==> src/rtl/sck_div_pkg.sv <==
package sck_div_pkg;

  // prescaler ratio selected by its code
  function automatic int pre_ratio(input int code);
    case (code)
      0:       return 2;
      1:       return 3;
      2:       return 5;
      default: return 7;
    endcase
  endfunction

  // half of the scaler ratio: 1,2,3,4 then powers of two from 8
  function automatic int scl_half(input int code);
    if (code < 4) return code + 1;
    return 1 << (code - 1);
  endfunction

endpackage

==> src/rtl/sck_div_ctrl.sv <==
module sck_div_ctrl
  import sck_div_pkg::*;
#(
  parameter int PRE_CODE_W = 2,
  parameter int SCL_CODE_W = 4,
  parameter int PRE_CNT_W  = 3,
  parameter int SCL_CNT_W  = 14
) (
  input  logic                  clk,
  input  logic                  rst,
  input  logic                  run,
  input  logic [PRE_CODE_W-1:0] pre_code,
  input  logic [SCL_CODE_W-1:0] scl_code,
  output logic                  active,
  output logic [PRE_CNT_W-1:0]  pre_last,
  output logic [SCL_CNT_W-1:0]  scl_last
);

  always_ff @(posedge clk) begin
    if (rst) begin
      active   <= 1'b0;
      pre_last <= '0;
      scl_last <= '0;
    end else if (!run) begin
      active <= 1'b0;
    end else if (!active) begin
      active   <= 1'b1;
      pre_last <= PRE_CNT_W'(pre_ratio(int'(pre_code)) - 1);
      scl_last <= SCL_CNT_W'(scl_half(int'(scl_code)) - 1);
    end
  end

endmodule

==> src/rtl/sck_div_stage.sv <==
module sck_div_stage #(
  parameter int W = 4
) (
  input  logic         clk,
  input  logic         rst,
  input  logic         clr,
  input  logic         en,
  input  logic [W-1:0] last,
  output logic         wrap
);

  logic [W-1:0] cnt;

  assign wrap = en && (cnt == last);

  always_ff @(posedge clk) begin
    if (rst || clr) begin
      cnt <= '0;
    end else if (en) begin
      cnt <= wrap ? '0 : cnt + 1'b1;
    end
  end

endmodule

==> src/rtl/sck_div_out.sv <==
module sck_div_out (
  input  logic clk,
  input  logic rst,
  input  logic run,
  input  logic active,
  input  logic cpol,
  input  logic half_done,
  output logic sck,
  output logic tick
);

  always_ff @(posedge clk) begin
    if (rst) begin
      sck  <= cpol;
      tick <= 1'b0;
    end else begin
      tick <= run && active && half_done;
      if (!run) begin
        sck <= cpol;
      end else if (active && half_done) begin
        sck <= ~sck;
      end
    end
  end

endmodule

==> src/rtl/spi_sck_divider.sv <==
module spi_sck_divider #(
  parameter int PRE_CODE_W = 2,
  parameter int SCL_CODE_W = 4
) (
  input  logic                  clk,
  input  logic                  rst,
  input  logic                  run,
  input  logic                  cpol,
  input  logic [PRE_CODE_W-1:0] pre_code,
  input  logic [SCL_CODE_W-1:0] scl_code,
  output logic                  tick,
  output logic                  sck
);

  localparam int PRE_MAX      = 7;
  localparam int SCL_HALF_MAX = 1 << ((1 << SCL_CODE_W) - 2);
  localparam int PRE_CNT_W    = $clog2(PRE_MAX);
  localparam int SCL_CNT_W    = $clog2(SCL_HALF_MAX);

  logic                 active;
  logic [PRE_CNT_W-1:0] pre_last;
  logic [SCL_CNT_W-1:0] scl_last;
  logic                 run_en;
  logic                 pre_wrap;
  logic                 half_done;

  sck_div_ctrl #(
    .PRE_CODE_W(PRE_CODE_W),
    .SCL_CODE_W(SCL_CODE_W),
    .PRE_CNT_W (PRE_CNT_W),
    .SCL_CNT_W (SCL_CNT_W)
  ) ctrl_i (
    .clk     (clk),
    .rst     (rst),
    .run     (run),
    .pre_code(pre_code),
    .scl_code(scl_code),
    .active  (active),
    .pre_last(pre_last),
    .scl_last(scl_last)
  );

  assign run_en = active && run;

  sck_div_stage #(.W(PRE_CNT_W)) pre_i (
    .clk (clk),
    .rst (rst),
    .clr (!run_en),
    .en  (run_en),
    .last(pre_last),
    .wrap(pre_wrap)
  );

  sck_div_stage #(.W(SCL_CNT_W)) scl_i (
    .clk (clk),
    .rst (rst),
    .clr (!run_en),
    .en  (pre_wrap),
    .last(scl_last),
    .wrap(half_done)
  );

  sck_div_out out_i (
    .clk      (clk),
    .rst      (rst),
    .run      (run),
    .active   (active),
    .cpol     (cpol),
    .half_done(half_done),
    .sck      (sck),
    .tick     (tick)
  );

endmodule

==> config.mk <==
export PLATFORM = sky130hd
export DESIGN_NAME = spi_sck_divider
export DESIGN_NICKNAME = d
export VERILOG_FILES = /design/src/rtl/sck_div_pkg.sv /design/src/rtl/sck_div_ctrl.sv /design/src/rtl/sck_div_stage.sv /design/src/rtl/sck_div_out.sv /design/src/rtl/spi_sck_divider.sv
export SDC_FILE = /design/constraint.sdc
export NUM_CORES = 1
export LEC_CHECK = 0
export ABC_CLOCK_PERIOD_IN_PS = 5500
export BUFFER_PORTS_ARGS = -buffer_cell sky130_fd_sc_hd__buf_2
export CAP_MARGIN = 20
export CORE_UTILIZATION = 45
export DETAILED_ROUTE_END_ITERATION = 16
export PLACE_DENSITY_LB_ADDON = 0.08
export SKIP_CTS_REPAIR_TIMING = 1
export SKIP_LAST_GASP = 1
export SYNTH_ARGS = -nofsm -noshare
export SYNTH_HDL_FRONTEND = slang
export SYNTH_SLANG_ARGS = --single-unit
==> constraint.sdc <==
create_clock -name clk -period 5.5 [get_ports clk]
set_input_delay 0.825 -clock clk [delete_from_list [all_inputs] [get_ports clk]]
set_output_delay 0.825 -clock clk [all_outputs]
set_load 0.005 [all_outputs]
Word level (Yosys, flattened, before mapping)
Index checks and enable logic that the tools add are counted.

Bits in registers: 37. Input bits: 10. Output and inout bits: 2.

$lt $le $gt $ge: 1. Equality and inequality tests: 5. Bitwise gates (word level): 2. Add/subtract/negate cells: 6. Shifts and indexed selects: 1. Reduce and logical (&&, ||, !) cells: 9. Multiplexer cells: 19.

Operators by type and width (number): 14-bit two-way mux (5); 1-bit by 32-bit << shifter with 14-bit output (first input constant) (1); 14-bit by 1-bit adder with 14-bit output (second input constant) (1); 14-bit == test (1); 14-bit by 2-bit subtractor with 14-bit output (second input constant) (1); 3-bit two-way mux (4); 3-bit one-hot mux with 3 select lines (1); 1-bit two-way mux (8); 4-bit by 1-bit adder with 5-bit output (second input constant) (1); 1-bit logical AND (5); 5-bit two-way mux (1); 4-bit by 1-bit subtractor with 5-bit output (second input constant) (1); 4-bit by 3-bit < comparator with 1-bit output (second input constant) (1); 3-bit by 1-bit adder with 3-bit output (second input constant) (1); 3-bit == test (1); 3-bit by 2-bit inequality test with 1-bit output (second input constant) (1); 3-bit by 2-bit subtractor with 3-bit output (second input constant) (1); 2-bit by 1-bit == test with 1-bit output (second input constant) (1); 2-bit == test (second input constant) (1); 2-bit logical NOT (1); 1-bit NOT (2); 2-bit AND reduction (1); 1-bit logical NOT (1); 1-bit logical OR (1).

Longest topological paths before layout
Gate-level depths: netlist of the first run.

Depth in word-level cells: 10. Mapped depth: 12. Depth with buffers taken out: 9.

Modules after synthesis
From an unflattened synthesis of the first run, not the netlist that was laid out.

Cell total of the unflattened synthesis: 257. Area total of the unflattened synthesis: 2313.5 um2.

By module, submodules not included: sck_div_ctrl (area an instance 1186.1 um2, times used 1, seq. area each 360.3 um2, cells each 136); sck_div_stage at scl_i (area an instance 849.6 um2, times used 1, seq. area each 280.3 um2, cells each 94); sck_div_stage at pre_i (area an instance 176.4 um2, times used 1, seq. area each 60.1 um2, cells each 17); sck_div_out (area an instance 91.3 um2, times used 1, seq. area each 50.0 um2, cells each 8); spi_sck_divider (area an instance 10.0 um2, times used 1, seq. area each 0.0 um2, cells each 2).

Worst setup path after synthesis of the first run
OpenSTA, ideal clock, no wires.

Path kind: input to register. Start: in scl_code[0]. End: reg ctrl_i.scl_last[6]. Buffers on the path: 3. Slack: 2.397 ns. Required time: 5.363 ns. Arrival time: 2.966 ns. Stages on the path: 12. Path through: buf_2 > buf_2 > inv_1 > ha_1 > buf_2 > nor3b_1 > o31ai_1 > ha_1 > o221ai_1 > nor3_1 > mux2i_1 > a211oi_1.

Word-level cells in the longest chain between the ends: 10. Elaborated cells between the ends (all ways): 14. Those cells by class: add/sub (3); order compare (1); shift (1); mux (9).

Ends and longest elaborated chain: start: declaration (RTL line spi_sck_divider.sv:10) `input logic [SCL_CODE_W-1:0] scl_code,`; 4-bit by 3-bit < comparator with 1-bit output (RTL line sck_div_pkg.sv:15) `if (code < 4) return code + 1;`; 1-bit two-way mux (RTL line sck_div_pkg.sv:15); 1-bit two-way mux (RTL line sck_div_ctrl.sv:26) `end else if (!active) begin`; 1-bit two-way mux (RTL line sck_div_ctrl.sv:24) `end else if (!run) begin`; 1-bit two-way mux (RTL line sck_div_ctrl.sv:20) `if (rst) begin`; 14-bit two-way mux (*) (RTL line sck_div_pkg.sv:16) `return 1 << (code - 1);`; 14-bit two-way mux (*) (RTL line sck_div_ctrl.sv:26); 14-bit two-way mux (*) (RTL line sck_div_ctrl.sv:24); 14-bit two-way mux (*) (RTL line sck_div_ctrl.sv:20); 14-bit by 2-bit subtractor with 14-bit output (*) (RTL line sck_div_ctrl.sv:29) `scl_last <= SCL_CNT_W'(scl_half(int'(scl_code)) - 1);`; end signal: assignment (RTL line sck_div_ctrl.sv:29); end: declaration (RTL line sck_div_ctrl.sv:16) `output logic [SCL_CNT_W-1:0] scl_last`.

Every way passes the cells marked *; elsewhere a longest branch is shown, timed or not. The select of a mux whose other input is x is not followed. A chain may end at the register's enable or synchronous reset.

Worst setup path in the final report of the first run
Same ends and word-level chain as after synthesis.

==> flow_metrics.env, run 1 <==
export IMPL_drive_above_1_share_pct=11.4
export IMPL_fin_crit_ns=3.29
export IMPL_num_rows=25
export IMPL_slew_viol_final=0
export IMPL_syn_area_per_cell_um2=8.37
export IMPL_crit_slowest_cell="ha_1"
export IMPL_critical_path_depth=10
export IMPL_core_area_um2=4750
export IMPL_comb_power_share_pct=16.5
export IMPL_portBuffers=11
export IMPL_drv_cap=0
export IMPL_final_hold_violation_count=0
export IMPL_die_area_um2=5270
export IMPL_p_int_w=0.000435
export IMPL_path_max_fanout=23
export IMPL_async_flop_share_pct=0
export IMPL_setup_viol=0
export IMPL_clkPwrFrac_pct=34.9
export IMPL_final_nets=286
export IMPL_vias=1721
export IMPL_dp_hpwl_um=3380
export IMPL_synth_top_area_cell="dfxtp_1"
export IMPL_ys_ff_latch=37
export IMPL_n_antenna_cell=0
export IMPL_worst_path_dominant_cell_family="adder cells"
export IMPL_fin_skew_ns=0.00580
export IMPL_endpoint_kind="register"
export IMPL_crit_buf_inv=2
export IMPL_avgRoutedWirePerCell_um=13.4
export IMPL_drc=0
export IMPL_drtIter0Drc=56
export IMPL_ir_drop_uv=105
export IMPL_hold_class="register to register"
export IMPL_nFillCells=484
export IMPL_pre_cts_ws_ns=1.94
export IMPL_area_growth_pct=7.37
export IMPL_tightestPinTransition_ns=0.943
export IMPL_critical_path_startpoint_type="input port"
export IMPL_ys_flop_type="dfxtp_1"
export IMPL_grt_max_degree=24
export IMPL_cts_buffer_depth=2
export IMPL_tritoncts="built"
export IMPL_ys_warn_count=0
export IMPL_switching_share_pct=26.9
export IMPL_seq_power_share_pct=48.6
export IMPL_grt_pass1_wl_um=7690
export IMPL_hold_ws_ns=0.476
export IMPL_dp_cells=330
export IMPL_path_class="input port to register"
export IMPL_clk_latency_ns=0.29
export IMPL_syn_inst=268
export IMPL_cts_sinks=37
export IMPL_powerDensity_nw_per_um2=247
export IMPL_postRouteAntennaNets=0
export IMPL_cp_required_ns=5.66
export IMPL_rsz0062_at_grt="no"
export IMPL_clockRootBuffer="clkbuf_8"
export IMPL_status="finished, final reports clean"
export IMPL_fmax_mhz=304
export IMPL_wl_um=4540
export IMPL_holdPathStages=1
export IMPL_synth_edf_count=1
export IMPL_grt_ovfl_total=0
export IMPL_cts_made_buffers=5
export IMPL_yosysSeqAreaShare_pct=33.5
export IMPL_synth_top_area_share_pct=32.1
export IMPL_ys_top_cells_by_area="dfxtp_1 32%, xor2_1 11%, nor2_1 6.9%"
export IMPL_cpMostUsedCell="ha_1"
export IMPL_io_pins=12
export IMPL_arrival_ns=3.45
export IMPL_fin_crit_sh_pct=59.8
export IMPL_switchingPower_w=0.000160
export IMPL_track_usage_pct=19.0
export IMPL_synth_nets=284
export IMPL_finalSetupTns_ns=0
export IMPL_grt_pass1_vias=1555
export IMPL_power_leakage_nw=0.955
export IMPL_layout_setup_ws_ns=2.21
export IMPL_slew_headroom_pct=36.7
export IMPL_cpPeakStageDelay_ns=0.47
export IMPL_start_util_pct=47.2
export IMPL_dr_pass1_iters=4
export IMPL_htreeDepth=2
export IMPL_clk_pin_slew_ns=0.07
export IMPL_die_w_um=72.6
export IMPL_path_cells="buf_2, inv_1, ha_1, nor3b_1, o31ai_1, ha_1, o221ai_1, nor3_1, mux2i_1, a211oi_1"
export IMPL_yosysUniqueCellTypes=51
export IMPL_place_gp_congestion=0.762
export IMPL_antenna_found_initial=0
export IMPL_reg2reg_depth=4
export IMPL_netlist_area_um2=2240
export IMPL_chipHeight_um=72.6
export IMPL_final_cells=338
export IMPL_vias_per_cell=5.09
-- final cells by class --
class	instances	area, um2	area share, %
Clock buffer	7	96.3	4.00
Timing Repair Buffer	12	62.6	2.60
Multi-Input combinational cell	208	1390	57.6
Sequential cell	37	751	31.2
Tap cell	67	83.8	3.48
Inverter	6	22.5	0.936
Clock inverter	1	5.00	0.208
-- placed cells by master (no fill, tap or decap), types with 3 or more instances in the layout --
cell type	count
a211oi_1	10
a21oi_1	5
a22oi_1	3
a32oi_1	4
and3_1	6
buf_2	11
clkbuf_8	7
dfxtp_1	36
ha_1	6
inv_1	6
nand2_1	20
nand2b_1	7
nand3_1	5
nand3b_1	3
nand4_1	5
nor2_1	41
nor2b_1	5
nor3_1	10
nor4_1	5
xnor2_1	10
xor2_1	27
-- logic make-up after synthesis --
family,after synthesis,share of synthesized area (%)
flops,37,33.5
simple gates,122,28.8
fa+ha+maj,6,3.35
mux,3,1.40
compound gates,40,13.8
xor+xnor,37,14.5
buf+inv,23,4.69
-- cells in the mapped netlist, types with 2 or more instances --
library cell and count:
dfxtp_1 36, nand2b_1 7, o31ai_1 2, nand3_1 5, o21bai_1 2, nor2b_1 5
o21ai_0 2, a211oi_1 10, nand3b_1 3, inv_1 6, nand4_1 5, nor3_1 10
a21oi_1 5, a32oi_1 4, or3b_2 2, mux2i_1 2, ha_1 6, nor4_1 5
nor2_1 41, xor2_1 27, o22a_1 2, buf_2 9, a22oi_1 3, clkbuf_1 7
xnor2_1 10, or2_2 2, nand2_1 20, and3_1 6, o221ai_1 2
-- metal layers --
| layer | global-route usage, % | vias to the layer above | share of wire, % |
|---|---|---|---|
| li1 | - | 948 | - |
| met5 | 0 | - | 0 |
| met2 | 29.0 | 17 | 43 |
| met3 | 3.73 | 7 | 1.7 |
| met1 | 26.9 | 749 | 54 |
| met4 | 5.88 | 0 | 1.1 |
-- flip-flops by register name, summed over array words and instances, names as in the netlist --
name / count
ctrl_i.scl_last: 14
scl_i.cnt: 14
ctrl_i.pre_last: 3
pre_i.cnt: 3
ctrl_i.active: 1
out_i.sck: 1
out_i.tick: 1
-- path summary, 6_finish.rpt --
kind                             startpoint                         endpoint  slack [ns]
setup / recovery                scl_code[0]  ctrl_i.scl_last[6]$_SDFFE_PP0P_        2.21
hold / removal    pre_i.cnt[0]$_SDFFE_PP0P_        pre_i.cnt[0]$_SDFFE_PP0P_        0.48
setup reg to reg  pre_i.cnt[0]$_SDFFE_PP0P_        scl_i.cnt[1]$_SDFFE_PP0P_        3.18
hold reg to reg   pre_i.cnt[0]$_SDFFE_PP0P_        pre_i.cnt[0]$_SDFFE_PP0P_        0.48
-- through the flow --
stage / util, % / power, W / cell area (um2)
6_report: 50.6 / 0.000595 / 2410
5_1_grt: 50.6 / 0.000628 / 2410
4_1_cts: 50.6 / 0.000600 / 2410
2_1_floorplan: - / 0.000373 / 2240
3_3_place_gp: 48.3 / 0.000392 / 2300
3_5_place_dp: 48.5 / 0.000394 / 2310
-- power groups by stage --
stage               combinational [W]  clock, W  sequential, W
floorplan                   0.0000794         0       0.000293
global placement            0.0000971         0       0.000295
detailed placement          0.0000986         0       0.000296
CTS                         0.0000992  0.000212       0.000289
global route                 0.000111  0.000226       0.000291
finish                      0.0000982  0.000208       0.000289
Note: power is estimated with default switching activity, not from simulation.
==> run 2, diff against run 1 <==
--- a/config.mk
+++ b/config.mk
@@ -5,7 +5,8 @@
 export SDC_FILE = /design/constraint.sdc
 export NUM_CORES = 1
 export LEC_CHECK = 0
-export ABC_CLOCK_PERIOD_IN_PS = 5500
+export ABC_AREA = 1
+export ABC_CLOCK_PERIOD_IN_PS = 3100
 export BUFFER_PORTS_ARGS = -buffer_cell sky130_fd_sc_hd__buf_2
 export CAP_MARGIN = 20
 export CORE_UTILIZATION = 45
==> constraint.sdc (replaced) <==
create_clock -name clk -period 3.1 [get_ports clk]
set_input_delay 0.465 -clock clk [delete_from_list [all_inputs] [get_ports clk]]
set_output_delay 0.465 -clock clk [all_outputs]
set_load 0.005 [all_outputs]
==> flow_metrics.env, run 2 <==
export IMPL_die_w_um=74.6
export IMPL_clk_latency_ns=0.29
export IMPL_grt_pass1_wl_um=8830
export IMPL_fmax_mhz=457
export IMPL_cp_required_ns=3.29
export IMPL_grt_max_degree=13
export IMPL_synth_nets=378
export IMPL_setup_viol=0
export IMPL_syn_inst=362
export IMPL_grt_ovfl_total=0
export IMPL_r2r_end="scl_i.cnt[1]$_SDFFE_PP0P_"
export IMPL_seqCellArea_um2=751
export IMPL_ys_ff_latch=37
export IMPL_r2r_slack_ns=1.08
export IMPL_portBuffers=11
export IMPL_vias_per_cell=4.96
export IMPL_track_usage_pct=21.1
export IMPL_tritoncts="built"
export IMPL_postRouteAntennaNets=0
export IMPL_status="finished, final reports clean"
export IMPL_arrival_ns=2.38
export IMPL_hold_path_end="ctrl_i.active$_SDFF_PP0_"
export IMPL_async_flop_share_pct=0
export IMPL_n_antenna_cell=0
export IMPL_dp_hpwl_um=4340
export IMPL_antenna_found_initial=0
export IMPL_clockRootBuffer="clkbuf_8"
export IMPL_hold_ws_ns=0.459
export IMPL_cpMostUsedCell="nand2_1"
export IMPL_comb_power_share_pct=20.8
export IMPL_slew_viol_final=0
export IMPL_rsz0062_at_grt="no"
export IMPL_final_nets=392
export IMPL_ys_flop_type="dfxtp_1"
export IMPL_die_area_um2=5560
export IMPL_reg2reg_depth=9
export IMPL_htreeDepth=2
export IMPL_io_pins=12
export IMPL_slew_headroom_pct=56.3
export IMPL_synth_most_common_cell="nor2_1"
export IMPL_cts_buffer_depth=2
export IMPL_drc=0
export IMPL_crit_slowest_cell="ha_1"
export IMPL_final_cell_mix="64 x nor2_1, 60 x nand2_1, 48 x inv_1"
export IMPL_drv_cap=0
export IMPL_path_max_fanout=7
export IMPL_powerDensity_nw_per_um2=413
export IMPL_yosysSeqAreaShare_pct=31.7
export IMPL_hold_start="run"
export IMPL_fin_crit_ns=2.19
export IMPL_reg_top3="ctrl_i.scl_last (14), scl_i.cnt (14)"
export IMPL_synth_edf_count=1
export IMPL_vias=2218
export IMPL_synth_top_area_share_pct=30.4
export IMPL_seq_power_share_pct=48.7
export IMPL_fin_crit_sh_pct=70.7
export IMPL_critical_path_startpoint_type="input port"
export IMPL_path_class="input port to register"
export IMPL_ys_top_cells_by_count="64 x nor2_1, 60 x nand2_1, 48 x inv_1"
export IMPL_cts_sinks=37
export IMPL_ys_warn_count=0
export IMPL_core_area_um2=5070
export IMPL_clk_pin_slew_ns=0.08
export IMPL_chipHeight_um=74.6
export IMPL_num_rows=26
export IMPL_dr_pass1_iters=4
export IMPL_layout_commonest_cell="nor2_1"
export IMPL_synth_top_area_cell="dfxtp_1"
export IMPL_place_gp_congestion=0.883
export IMPL_switchingPower_w=0.000330
export IMPL_hold_class="input port to register"
export IMPL_multi_input_area_um2=1390
export IMPL_endpoint_kind="register"
export IMPL_p_int_w=0.000737
export IMPL_drtIter0Drc=134
export IMPL_area_growth_pct=8.97
export IMPL_syn_area_per_cell_um2=6.55
export IMPL_path_cells="buf_2, inv_2, ha_1, nand2_1, nand3_1, inv_1, nand2_1, nand2_1, nand2_1, ha_1, nand3_2, nor2_4, xor2_1, nand2_1, nand2_1, inv_1"
export IMPL_wl_um=5460
export IMPL_power_leakage_nw=1.17
export IMPL_fin_skew_ns=0.00546
export IMPL_r2r_start="ctrl_i.active$_SDFF_PP0_"
export IMPL_cpPeakStageDelay_ns=0.25
export IMPL_nFillCells=560
export IMPL_grt_pass1_vias=1865
export IMPL_cts_made_buffers=5
export IMPL_drive_above_1_share_pct=9.81
export IMPL_avgRoutedWirePerCell_um=12.2
export IMPL_final_hold_violation_count=0
export IMPL_final_core_util_pct=50.9
export IMPL_switching_share_pct=30.9
export IMPL_start_util_pct=46.7
export IMPL_clkPwrFrac_pct=30.6
export IMPL_finalSetupTns_ns=0
export IMPL_tightestPinTransition_ns=0.653
export IMPL_holdPathStages=3
export IMPL_yosysUniqueCellTypes=35
export IMPL_ir_drop_uv=204
export IMPL_ys_top_cells_by_area="dfxtp_1 30%, nor2_1 10%, nand2_1 9.5%"
export IMPL_netlist_area_um2=2370
[run 2: kinds of logic (layout without fill, tap and decap cells)]
group / after synthesis / count (layout) / share of synthesized area (%)
AOI/OAI and AO/OA: 55 / 55 / 12.7
xor gates and xnor gates: 20 / 20 / 7.70
and+or+nand+nor: 186 / 186 / 35.2
buffers and inverters: 58 / 73 / 9.55
DFF: 37 / 37 / 31.7
adders and majority gates: 6 / 6 / 3.17
[run 2: worst max path at each step]
| stage | end | depth (start not counted) | from |
|---|---|---|---|
| floorplan | ctrl_i.scl_last[6]$_SDFFE_PP0P_ | 13 | scl_code[0] |
| global placement | ctrl_i.scl_last[4]$_SDFFE_PP0P_ | 14 | scl_code[0] |
| detailed placement | ctrl_i.scl_last[4]$_SDFFE_PP0P_ | 16 | scl_code[0] |
| CTS | ctrl_i.scl_last[4]$_SDFFE_PP0P_ | 16 | scl_code[0] |
| global route | ctrl_i.scl_last[4]$_SDFFE_PP0P_ | 16 | scl_code[0] |
| finish | ctrl_i.scl_last[4]$_SDFFE_PP0P_ | 16 | scl_code[0] |
[run 2: final cells by class]
| class | count | share of cell area (%) |
|---|---|---|
| Clock inverter | 2 | 0.387 |
| Multi-Input combinational cell | 267 | 53.9 |
| Sequential cell | 37 | 29.1 |
| Tap cell | 70 | 3.39 |
| Timing Repair Buffer | 14 | 3.00 |
| Inverter | 51 | 7.41 |
| Clock buffer | 6 | 2.81 |
[run 2: critical path, delay by kind of cell]
kind	cells	cell delay, ns
fa+ha+maj	2	0.44
xor+xnor	1	0.16
buf+inv	4	0.34
simple gates	9	0.97
[run 2: metal layers]
| metal | share of wire (%) | wire length, um | vias to the layer above | track usage (%) |
|---|---|---|---|---|
| li1 | - | - | 1198 | - |
| met1 | 52 | 2860 | 964 | 31.0 |
| met2 | 42 | 2280 | 50 | 32.1 |
| met3 | 4.9 | 269 | 6 | 3.79 |
| met4 | 0.95 | 52 | 0 | 4.61 |
| met5 | 0 | 0 | - | 0 |
[run 2: power by group through the flow]
stage / clock [W] / combinational [W] / sequential [W]
after floorplan: 0 / 0.000171 / 0.000523
after global placement: 0 / 0.000219 / 0.000530
after detailed placement: 0 / 0.000220 / 0.000531
after CTS: 0.000337 / 0.000221 / 0.000520
after global routing: 0.000361 / 0.000256 / 0.000522
final: 0.000326 / 0.000222 / 0.000519
[run 2: per-stage QoR]
step / power (W) / setup WS [ns] / std cells / area [um2]
floorplan: 0.000694 / 0.963 / 362 / 2370
global placement: 0.000750 / 0.726 / 439 / 2500
detailed placement: 0.000751 / 0.627 / 439 / 2500
CTS: 0.00108 / 0.939 / 447 / 2580
global route: 0.00114 / 0.656 / 447 / 2580
finish: 0.00107 / 0.910 / 447 / 2580
==> run 3, diff against run 2 <==
--- a/config.mk
+++ b/config.mk
@@ -6,7 +6,7 @@
 export NUM_CORES = 1
 export LEC_CHECK = 0
 export ABC_AREA = 1
-export ABC_CLOCK_PERIOD_IN_PS = 3100
+export ABC_CLOCK_PERIOD_IN_PS = 1900
 export BUFFER_PORTS_ARGS = -buffer_cell sky130_fd_sc_hd__buf_2
 export CAP_MARGIN = 20
 export CORE_UTILIZATION = 45
==> constraint.sdc (replaced) <==
create_clock -name clk -period 1.9 [get_ports clk]
set_input_delay 0.285 -clock clk [delete_from_list [all_inputs] [get_ports clk]]
set_output_delay 0.285 -clock clk [all_outputs]
set_load 0.005 [all_outputs]
==> flow_metrics.env, run 3 (same netlist as run 2, synthesis figures left out) <==
export IMPL_path_class="input port to register"
export IMPL_clockRootBuffer="clkbuf_8"
export IMPL_comb_power_share_pct=22.9
export IMPL_critical_path_startpoint_type="input port"
export IMPL_vias=2363
export IMPL_pre_cts_ws_ns=-0.111
export IMPL_cts_sinks=37
export IMPL_status="finished, final reports clean"
export IMPL_clk_latency_ns=0.30
export IMPL_final_core_util_pct=55.8
export IMPL_postRouteAntennaNets=0
export IMPL_rsz0062_at_grt="no"
export IMPL_place_gp_congestion=0.847
export IMPL_num_rows=26
export IMPL_fin_crit_sh_pct=88.5
export IMPL_clk_pin_slew_ns=0.08
export IMPL_clkPwrFrac_pct=30.4
export IMPL_power_w=0.00181
export IMPL_core_area_um2=5070
export IMPL_io_pins=12
export IMPL_final_cell_mix="64 x nor2_1, 59 x nand2_1, 48 x inv_1"
export IMPL_dr_pass1_iters=4
export IMPL_setup_viol=0
export IMPL_die_w_um=74.6
export IMPL_ir_drop_uv=478
export IMPL_tightestPinTransition_ns=0.411
export IMPL_cts_made_buffers=5
export IMPL_drv_cap=0
export IMPL_drc=0
export IMPL_track_usage_pct=22.8
export IMPL_grt_ovfl_total=0
export IMPL_slew_viol_final=0
export IMPL_start_util_pct=46.7
export IMPL_wl_um=5770
export IMPL_path_max_fanout=7
export IMPL_grt_pass1_vias=2083
export IMPL_power_leakage_nw=1.32
export IMPL_drtIter0Drc=104
export IMPL_reg_top3="ctrl_i.scl_last (14), scl_i.cnt (14)"
export IMPL_final_hold_violation_count=0
export IMPL_die_area_um2=5560
export IMPL_drive_above_1_share_pct=17.5
export IMPL_arrival_ns=1.88
export IMPL_final_nets=421
export IMPL_area_growth_pct=19.5
export IMPL_hold_ws_ns=0.286
export IMPL_cp_required_ns=2.10
export IMPL_antenna_found_initial=0
export IMPL_hold_class="input port to register"
export IMPL_avgRoutedWirePerCell_um=12.1
export IMPL_p_int_w=0.00124
export IMPL_switching_share_pct=31.4
export IMPL_layout_setup_ws_ns=0.219
export IMPL_htreeDepth=2
export IMPL_chipHeight_um=74.6
export IMPL_endpoint_kind="register"
export IMPL_switchingPower_w=0.000569
export IMPL_vias_per_cell=4.96
export IMPL_dp_hpwl_um=4670
export IMPL_slew_headroom_pct=72.4
export IMPL_powerDensity_nw_per_um2=640
export IMPL_layout_commonest_cell="nor2_1"
export IMPL_grt_max_degree=32
export IMPL_portBuffers=11
export IMPL_tritoncts="built"
export IMPL_cts_buffer_depth=2
export IMPL_fin_crit_ns=1.68
export IMPL_grt_pass1_wl_um=9500
export IMPL_fmax_mhz=595
export IMPL_fin_skew_ns=0.0101
export IMPL_n_antenna_cell=0
export IMPL_seq_power_share_pct=46.7
-- run 3: cell types whose count changed in the layout (fill, tap and decap cells not counted), sizes merged --
cell      previous run  this run
clkbuf               6         5
buf                 14        43
clkinvlp             0         1
-- run 3: power by group through the flow --
stage | clock, W | sequential (W) | combinational (W)
floorplan | 0 | 0.000854 | 0.000287
global placement | 0 | 0.000864 | 0.000409
detailed placement | 0 | 0.000864 | 0.000413
CTS | 0.000571 | 0.000846 | 0.000415
global route | 0.000596 | 0.000851 | 0.000473
finish | 0.000551 | 0.000846 | 0.000416
-- run 3: final timing paths --
path,startpoint,to,slack (ns),cells after the start
worst max-delay path,scl_code[1],ctrl_i.scl_last[4]$_SDFFE_PP0P_,0.22,16
worst min-delay path,run,ctrl_i.active$_SDFF_PP0_,0.29,3
worst max register to register,ctrl_i.active$_SDFF_PP0_,scl_i.cnt[1]$_SDFFE_PP0P_,0.22,10
worst min register to register,pre_i.cnt[0]$_SDFFE_PP0P_,pre_i.cnt[0]$_SDFFE_PP0P_,0.46,1
-- run 3: stage by stage --
stage                     setup TNS [ns]  instances  cell area [um2]
after detailed placement          -0.321        468             2740
after CTS                              0        476             2830
final                                  0        476             2830
after global routing                   0        476             2830
after global placement           -0.0559        468             2740
after floorplan                        0        362             2400
-- run 3: worst max-delay path, cell delays in order --
cell     delay [ns]
buf_2          0.10
inv_1          0.08
ha_4           0.17
nand2_1        0.10
nand3_1        0.10
inv_1          0.06
nand2_1        0.06
nand2_1        0.04
nand2_1        0.07
ha_1           0.18
nand3_2        0.11
nor2_4         0.20
xor2_1         0.17
nand2_1        0.07
nand2_1        0.06
inv_1          0.03
-- run 3: cell type report --
class | instances | area [um2]
clock buffer | 5 | 68.8
clock inverter | 3 | 17.5
fill | 515 | 2240
inverter | 51 | 191
multi-input combinational | 267 | 1420
sequential | 37 | 751
tap | 70 | 87.6
timing repair buffer | 43 | 295
-- run 3: layer usage --
metal | track usage (%) | vias up | share of wire (%)
met2 | 33.6 | 52 | 44
met1 | 33.0 | 1052 | 50
met5 | 0 | - | 0
met4 | 6.29 | 0 | 1.0
li1 | - | 1254 | -
met3 | 5.69 | 5 | 5.0
